File: config.mk
export PLATFORM = sky130hd
export DESIGN_NAME = mpu_region_check
export DESIGN_NICKNAME = d
export VERILOG_FILES = /design/src/rtl/mpu_pkg.sv /design/src/rtl/mpu_cfg_regs.sv /design/src/rtl/mpu_region_match.sv /design/src/rtl/mpu_attr_check.sv /design/src/rtl/mpu_region_check.sv
export SDC_FILE = /design/constraint.sdc
export NUM_CORES = 2
export LEC_CHECK = 0
export ABC_CLOCK_PERIOD_IN_PS = 6250
export BUFFER_PORTS_ARGS = -buffer_cell sky130_fd_sc_hd__buf_2
export CAP_MARGIN = 20
export CORE_MARGIN = 1
export CORE_UTILIZATION = 58
export DETAILED_ROUTE_END_ITERATION = 16
export PLACE_DENSITY = 0.75
export SLEW_MARGIN = 30
export SYNTH_ARGS = -nofsm -noshare
export SYNTH_HDL_FRONTEND = slang
export SYNTH_SLANG_ARGS = --single-unit
File: constraint.sdc
create_clock -name clk -period 6.25 [get_ports clk]
set_input_delay 0.9375 -clock clk [delete_from_list [all_inputs] [get_ports clk]]
set_output_delay 0.9375 -clock clk [all_outputs]
set_load 0.05 [all_outputs]
File: src/rtl/mpu_pkg.sv
// Shared types and decode functions for the protection region checker.
// Assumes a 32-bit address space and 32-byte minimum base granularity.
package mpu_pkg;

    localparam int ADDR_W       = 32;
    localparam int SIZE_W       = 5;
    localparam int SUB_N        = 8;
    localparam int SUB_MIN_SIZE = 7;   // 2^(7+1) = 256 bytes
    localparam int BASE_LSB     = 5;

    // Attribute word bit positions (software-visible layout)
    localparam int A_EN   = 0;
    localparam int A_SIZE = 1;
    localparam int A_SRD  = 8;
    localparam int A_B    = 16;
    localparam int A_C    = 17;
    localparam int A_S    = 18;
    localparam int A_TEX  = 19;
    localparam int A_AP   = 24;
    localparam int A_XN   = 28;

    typedef enum logic [1:0] {
        MT_NORMAL   = 2'd0,
        MT_DEVICE   = 2'd1,
        MT_STRONG   = 2'd2,
        MT_RESERVED = 2'd3
    } mem_type_e;

    typedef struct packed {
        logic [ADDR_W-1:0] base;
        logic              en;
        logic [SIZE_W-1:0] size;
        logic [SUB_N-1:0]  srd;
        logic              b;
        logic              c;
        logic              s;
        logic [2:0]        tex;
        logic [2:0]        ap;
        logic              xn;
    } region_cfg_t;

    typedef struct packed {
        mem_type_e mtype;
        logic      shareable;
    } mem_attr_t;

    // Map TEX/C/B/S onto memory type and shareability
    function automatic mem_attr_t decode_attr(logic [2:0] tex, logic c, logic b, logic s);
        mem_attr_t res;
        res.mtype     = MT_RESERVED;
        res.shareable = 1'b0;
        if (tex[2]) begin
            res.mtype     = MT_NORMAL;
            res.shareable = s;
        end else begin
            case ({tex[1:0], c, b})
                4'b0000: begin res.mtype = MT_STRONG; res.shareable = 1'b1; end
                4'b0001: begin res.mtype = MT_DEVICE; res.shareable = 1'b1; end
                4'b0010,
                4'b0011,
                4'b0100,
                4'b0111: begin res.mtype = MT_NORMAL; res.shareable = s; end
                4'b1000: begin res.mtype = MT_DEVICE; res.shareable = 1'b0; end
                default: begin res.mtype = MT_RESERVED; res.shareable = 1'b0; end
            endcase
        end
        return res;
    endfunction

    // True when the AP code admits this access
    function automatic logic ap_permits(logic [2:0] ap, logic wr, logic priv);
        logic ok;
        case (ap)
            3'b001:         ok = priv;
            3'b010:         ok = priv || !wr;
            3'b011:         ok = 1'b1;
            3'b101:         ok = priv && !wr;
            3'b110, 3'b111: ok = !wr;
            default:        ok = 1'b0;
        endcase
        return ok;
    endfunction

endpackage

File: src/rtl/mpu_cfg_regs.sv
// Region register file. One 32-bit word per write, selected by region
// index and field. Assumes cfg_region values at or above NUM_REGIONS are
// dropped.
module mpu_cfg_regs
    import mpu_pkg::*;
#(
    parameter int NUM_REGIONS = 8,
    parameter int IDX_W       = 3
) (
    input  logic                               clk,
    input  logic                               rst_n,
    input  logic                               cfg_we,
    input  logic [IDX_W-1:0]                   cfg_region,
    input  logic                               cfg_field,
    input  logic [31:0]                        cfg_wdata,
    output region_cfg_t [NUM_REGIONS-1:0]      regions
);

    logic unused_wbits;
    assign unused_wbits = ^{cfg_wdata[BASE_LSB-1:0], cfg_wdata[7:6],
                            cfg_wdata[23:22], cfg_wdata[27], cfg_wdata[31:29]};

    for (genvar gr = 0; gr < NUM_REGIONS; gr++) begin : g_region
        region_cfg_t q;

        // Capture base or attribute word for this region
        always_ff @(posedge clk) begin
            if (!rst_n) begin
                q <= '0;
            end else if (cfg_we && cfg_region == IDX_W'(gr)) begin
                if (!cfg_field) begin
                    q.base <= {cfg_wdata[ADDR_W-1:BASE_LSB], {BASE_LSB{1'b0}}};
                end else begin
                    q.en   <= cfg_wdata[A_EN];
                    q.size <= cfg_wdata[A_SIZE +: SIZE_W];
                    q.srd  <= cfg_wdata[A_SRD +: SUB_N];
                    q.b    <= cfg_wdata[A_B];
                    q.c    <= cfg_wdata[A_C];
                    q.s    <= cfg_wdata[A_S];
                    q.tex  <= cfg_wdata[A_TEX +: 3];
                    q.ap   <= cfg_wdata[A_AP +: 3];
                    q.xn   <= cfg_wdata[A_XN];
                end
            end
        end

        assign regions[gr] = q;
    end

endmodule

File: src/rtl/mpu_region_match.sv
// Address match for one region: aligned range compare plus subregion mask.
// Assumes the base is read as aligned to the region size; the mask only
// counts for regions of 256 bytes or more.
module mpu_region_match
    import mpu_pkg::*;
(
    input  region_cfg_t       cfg,
    input  logic [ADDR_W-1:0] addr,
    output logic              hit
);

    logic [5:0]        span_sh;
    logic [ADDR_W-1:0] keep_mask;
    logic              in_range;
    logic [2:0]        sub_idx;
    logic              sub_off;

    logic unused_fields;
    assign unused_fields = ^{cfg.b, cfg.c, cfg.s, cfg.tex, cfg.ap, cfg.xn};

    // Range compare on the bits above the region size, then subregion test
    always_comb begin
        span_sh   = {1'b0, cfg.size} + 6'd1;
        keep_mask = {ADDR_W{1'b1}} << span_sh;
        in_range  = ((addr ^ cfg.base) & keep_mask) == '0;
        sub_idx   = 3'(addr >> (span_sh - 6'd3));
        sub_off   = (cfg.size >= SIZE_W'(SUB_MIN_SIZE)) && cfg.srd[sub_idx];
        hit       = cfg.en && in_range && !sub_off;
    end

endmodule

File: src/rtl/mpu_attr_check.sv
// Picks the winning region, decodes its attributes and judges permission.
// Assumes the highest-numbered claiming region has priority.
module mpu_attr_check
    import mpu_pkg::*;
#(
    parameter int NUM_REGIONS = 8,
    parameter int IDX_W       = 3
) (
    input  region_cfg_t [NUM_REGIONS-1:0] regions,
    input  logic [NUM_REGIONS-1:0]        hits,
    input  logic                          enable,
    input  logic                          acc_write,
    input  logic                          acc_priv,
    input  logic                          acc_fetch,
    output logic                          out_hit,
    output logic [IDX_W-1:0]              out_region,
    output mem_type_e                     out_mtype,
    output logic                          out_shareable,
    output logic                          out_fault
);

    logic [IDX_W-1:0] win;
    logic             any;
    region_cfg_t      sel;
    mem_attr_t        attr;
    logic             eff_write;
    logic             perm_ok;

    logic unused_regs;
    assign unused_regs = ^regions;

    // Priority select: later (higher) regions overwrite earlier ones
    always_comb begin
        win = '0;
        any = 1'b0;
        for (int r = 0; r < NUM_REGIONS; r++) begin
            if (hits[r]) begin
                win = IDX_W'(r);
                any = 1'b1;
            end
        end
    end

    // Decode winner attributes and form the result
    always_comb begin
        sel       = regions[win];
        attr      = decode_attr(sel.tex, sel.c, sel.b, sel.s);
        eff_write = acc_write && !acc_fetch;
        perm_ok   = ap_permits(sel.ap, eff_write, acc_priv);

        out_hit       = 1'b0;
        out_region    = '0;
        out_mtype     = MT_NORMAL;
        out_shareable = 1'b0;
        out_fault     = 1'b0;
        if (enable) begin
            if (any) begin
                out_hit       = 1'b1;
                out_region    = win;
                out_mtype     = attr.mtype;
                out_shareable = attr.shareable;
                out_fault     = (attr.mtype == MT_RESERVED) || !perm_ok
                                || (acc_fetch && sel.xn);
            end else begin
                out_fault     = !acc_priv;
            end
        end
    end

endmodule

File: src/rtl/mpu_region_check.sv
// Top of the protection region checker: register file, per-region match,
// resolve/decode, and one output register stage. Assumes NUM_REGIONS >= 2.
module mpu_region_check
    import mpu_pkg::*;
#(
    parameter int NUM_REGIONS = 8,
    localparam int IDX_W      = $clog2(NUM_REGIONS)
) (
    input  logic              clk,
    input  logic              rst_n,
    input  logic              mpu_enable,
    input  logic              cfg_we,
    input  logic [IDX_W-1:0]  cfg_region,
    input  logic              cfg_field,
    input  logic [31:0]       cfg_wdata,
    input  logic              acc_valid,
    input  logic [31:0]       acc_addr,
    input  logic              acc_write,
    input  logic              acc_priv,
    input  logic              acc_fetch,
    output logic              res_valid,
    output logic              res_hit,
    output logic [IDX_W-1:0]  res_region,
    output logic [1:0]        res_mtype,
    output logic              res_shareable,
    output logic              res_fault
);

    region_cfg_t [NUM_REGIONS-1:0] regions;
    logic [NUM_REGIONS-1:0]        hits;
    logic                          c_hit;
    logic [IDX_W-1:0]              c_region;
    mem_type_e                     c_mtype;
    logic                          c_share;
    logic                          c_fault;

    mpu_cfg_regs #(.NUM_REGIONS(NUM_REGIONS), .IDX_W(IDX_W)) i_regs (
        .clk        (clk),
        .rst_n      (rst_n),
        .cfg_we     (cfg_we),
        .cfg_region (cfg_region),
        .cfg_field  (cfg_field),
        .cfg_wdata  (cfg_wdata),
        .regions    (regions)
    );

    for (genvar gm = 0; gm < NUM_REGIONS; gm++) begin : g_match
        mpu_region_match i_match (
            .cfg  (regions[gm]),
            .addr (acc_addr),
            .hit  (hits[gm])
        );
    end

    mpu_attr_check #(.NUM_REGIONS(NUM_REGIONS), .IDX_W(IDX_W)) i_attr (
        .regions       (regions),
        .hits          (hits),
        .enable        (mpu_enable),
        .acc_write     (acc_write),
        .acc_priv      (acc_priv),
        .acc_fetch     (acc_fetch),
        .out_hit       (c_hit),
        .out_region    (c_region),
        .out_mtype     (c_mtype),
        .out_shareable (c_share),
        .out_fault     (c_fault)
    );

    // Register the lookup result one cycle after the access
    always_ff @(posedge clk) begin
        if (!rst_n) begin
            res_valid     <= 1'b0;
            res_hit       <= 1'b0;
            res_region    <= '0;
            res_mtype     <= 2'd0;
            res_shareable <= 1'b0;
            res_fault     <= 1'b0;
        end else begin
            res_valid     <= acc_valid;
            res_hit       <= c_hit;
            res_region    <= c_region;
            res_mtype     <= c_mtype;
            res_shareable <= c_share;
            res_fault     <= c_fault;
        end
    end

endmodule

==> impl_metrics.py <==
metrics = {
    "outcome": {
        "status": "complete, no violations",
    },
    "yosys": {
        "synth_cell_types": 111,
        "syn_inst": 3875,
        "synth_top_area_cell": "dfxtp_1",
        "synth_top_cells_by_area": "dfxtp_1 (26%), nand2_1 (12%), mux4_2 (11%)",
        "async_flop_share_pct": 0,
        "synthFlopType": "dfxtp_1",
        "syn_area_per_cell_um2": 8.134,
        "post-synth-top-area-fraction_pct": 26.48,
        "synthesis.nets": 3995,
        "synth-edff-count": 0,
        "ys_seq_elements": 417,
        "synth_warnings": 0,
        "netlist_area_um2": 31520,
        "ys_seq_area_share_pct": 26.48,
    },
    "placement": {
        "gp_congestion": 1.002,
        "place_hpwl_mm": 74.63,
        "portBuffers": 84,
    },
    "floorplanning": {
        "die_h_um": 235.1,
        "coreArea_um2": 53710,
        "die_w_um": 235.1,
        "rows": 85,
        "ioPinCount": 85,
        "start_util_pct": 58.69,
        "dieArea_um2": 55280,
    },
    "flow_run": {
        "maxCapViolations": 0,
    },
    "routing": {
        "drt_iter0_drc": 3758,
        "routed-via-count": 30400,
        "via_per_inst": 6.777,
        "detail_route.wl_per_cell_um": 26.69,
        "wl_mm": 119.7,
        "ant_nets": 0,
        "drc": 0,
        "dr.pass1.iters": 7,
    },
    "layout": {
        "fillers": 4627,
        "drive_above_1_share_pct": 14.68,
        "mostFrequentLayoutCell": "nand2_1",
        "area_growth_pct": 7.502,
        "finish.utilization_pct": 63.09,
        "fin_nets": 3870,
        "final_cell_mix": "nand2_1 (960), dfxtp_1 (417), a21boi_0 (414), mux4_2 (160)",
    },
    "worst_setup_path": {
        "critPathSlowestCell": "o311ai_1",
        "cp.required_ns": 6.77,
        "critical_path.startpoint": "i_regs.regions[19]",
        "critPathKind": "flip-flop to flip-flop",
        "crit_chain": "ha_1, inv_1, ha_1, a21bo_2, a31oi_1, xor2_2, buf_4, mux4_2, nor3_1, o41ai_1, and2b_1, mux2i_1, mux2i_1, nor2_1, o311ai_1, nand3_1, o311ai_0, o21ba_2, a32o_1",
        "worstPathMaxFanout": 15,
        "crit_arrival_ns": 6.40,
        "crit-reg2reg-launch": "i_regs.regions[19]",
        "endpoint_kind": "flip-flop",
        "critPathMaxStageDelay_ns": 0.80,
        "worstSetupStartpointType": "flip-flop",
    },
    "clock_tree": {
        "cts_buffers": 48,
        "hold_buffers": 0,
        "clk_pin_slew_ns": 0.06,
        "clockRootBuffer": "clkbuf_16",
        "ctsLongestPathBuffers": 3,
        "clk_latency_ns": 0.62,
        "cts_sinks": 417,
        "cts_tree": "yes",
        "cts_max_level": 2,
    },
    "power_and_ir_drop": {
        "leakagePower_nw": 11.97,
        "ir_drop_v": 0.0002405,
        "finalPower_mw": 6.773,
        "powerDensity_nw_per_um2": 199.9,
    },
    "sta": {
        "fmax_mhz": 170.0,
        "slew_violations": 0,
        "worst_pin_slew_ns": 1.133,
        "slew-limit-headroom_pct": 24.44,
        "setup-tns-final_ns": 0,
        "hold_viol": 0,
        "fin_crit_sh_pct": 94.12,
        "worst_hold_slack_ns": 0.4631,
        "fin_crit_ns": 5.883,
        "fin_skew_ns": 0.01633,
        "finalSetupViolations": 0,
        "rsz0062_at_grt": "no",
    },
    "global_route": {
        "grt_pass1_wl_mm": 177.7,
        "grt_overflow_total": 0,
        "grt_max_degree": 163,
        "gr-usage-all-layers_pct": 42.13,
        "grt_antenna_before_repair": 2,
        "grt_pass1_vias": 28100,
    },
    "hold_path": {
        "worstHoldStart": "i_regs.regions[240]",
        "hold_class": "flip-flop to flip-flop",
    },
}
-- state kept, by name (all words and copies together) (netlist names) --
register / flops
res_valid: 1
res_shareable: 1
res_region: 3
res_fault: 1
i_regs.regions: 408
res_mtype: 2
res_hit: 1
-- routing by layer --
layer  up-vias  global-route usage [%]  wire (µm)
li1      13450                       -          -
met1     14270                   53.64      44060
met2      2076                   60.87      49120
met3       602                   13.59      16900
met4         4                   28.21       9589
met5         -                  0.7792         64
-- cell usage after synthesis (all sizes together), types with 69 or more instances --
master and n:
a21boi 416, a21oi 120, buf 102, clkbuf 271
dfxtp 417, inv 72, mux2i 120, mux4 160
nand2 967, nand3 69, nor2 131, o21ai 108
xnor2 132, xor2 131
-- power breakdown --
part           switching, mW  internal (mW)
clock network           1.26           1.72
registers             0.0271           2.69
logic                  0.686          0.384
-- stage by stage --
stage | instance area, µm² | setup slack [ns] | std cells
final | 33890 | 0.3674 | 4486
after global placement | 32190 | 0.5196 | 4396
after global routing | 33880 | 0.002318 | 4484
after CTS | 33850 | 0.4574 | 4484
after floorplan | 31520 | 0.9167 | 3875
after detailed placement | 32210 | 0.4698 | 4396
-- layout make-up --
type	instances	area, µm²	area share (%)
Sequential cell	417	8348	24.64
Antenna cell	2	5.005	0.01477
Clock inverter	26	305.3	0.9010
Timing Repair Buffer	198	1326	3.914
Tap cell	696	870.8	2.570
Multi-Input combinational cell	3011	21420	63.21
Clock buffer	62	1334	3.936
Inverter	74	277.8	0.8197
-- worst max-delay path, delay by kind of cell (launching register included) --
kind / cells / cell delay [ns]
adder cells (fa/ha/maj): 2 / 0.80
multiplexers: 3 / 0.59
XOR/XNOR: 1 / 0.09
flip-flops: 1 / 0.45
AO/OA/AOI/OAI: 7 / 2.81
AND/OR/NAND/NOR: 4 / 0.78
buffers and inverters: 2 / 0.27
-- what timing repair did --
item | in CTS | in global routing
endpoints found under the setup margin | 0 | 3
gates resized for setup | 0 | 3
buffers inserted | 0 | 0
-- final timing paths --
check                        endpoint  slack [ns]  depth (start not counted)
setup / recovery            res_fault        0.37                         19
hold / removal    i_regs.regions[240]        0.46                          2
setup reg to reg            res_fault        0.37                         19
hold reg to reg   i_regs.regions[240]        0.46                          2
-- kinds of logic (layout without fill, tap and decap cells) --
family	Yosys count	count (layout)	share of synthesized area, %
AND/OR/NAND/NOR	1385	1385	18.69
AO/OA/AOI/OAI	1000	1000	23.07
buffers and inverters	447	360	5.823
flip-flops	417	417	26.48
multiplexers	315	315	16.53
XOR/XNOR	263	263	7.522
adder cells (fa/ha/maj)	48	48	1.878
other	0	2	0
Note: power is estimated with default switching activity, not from simulation.
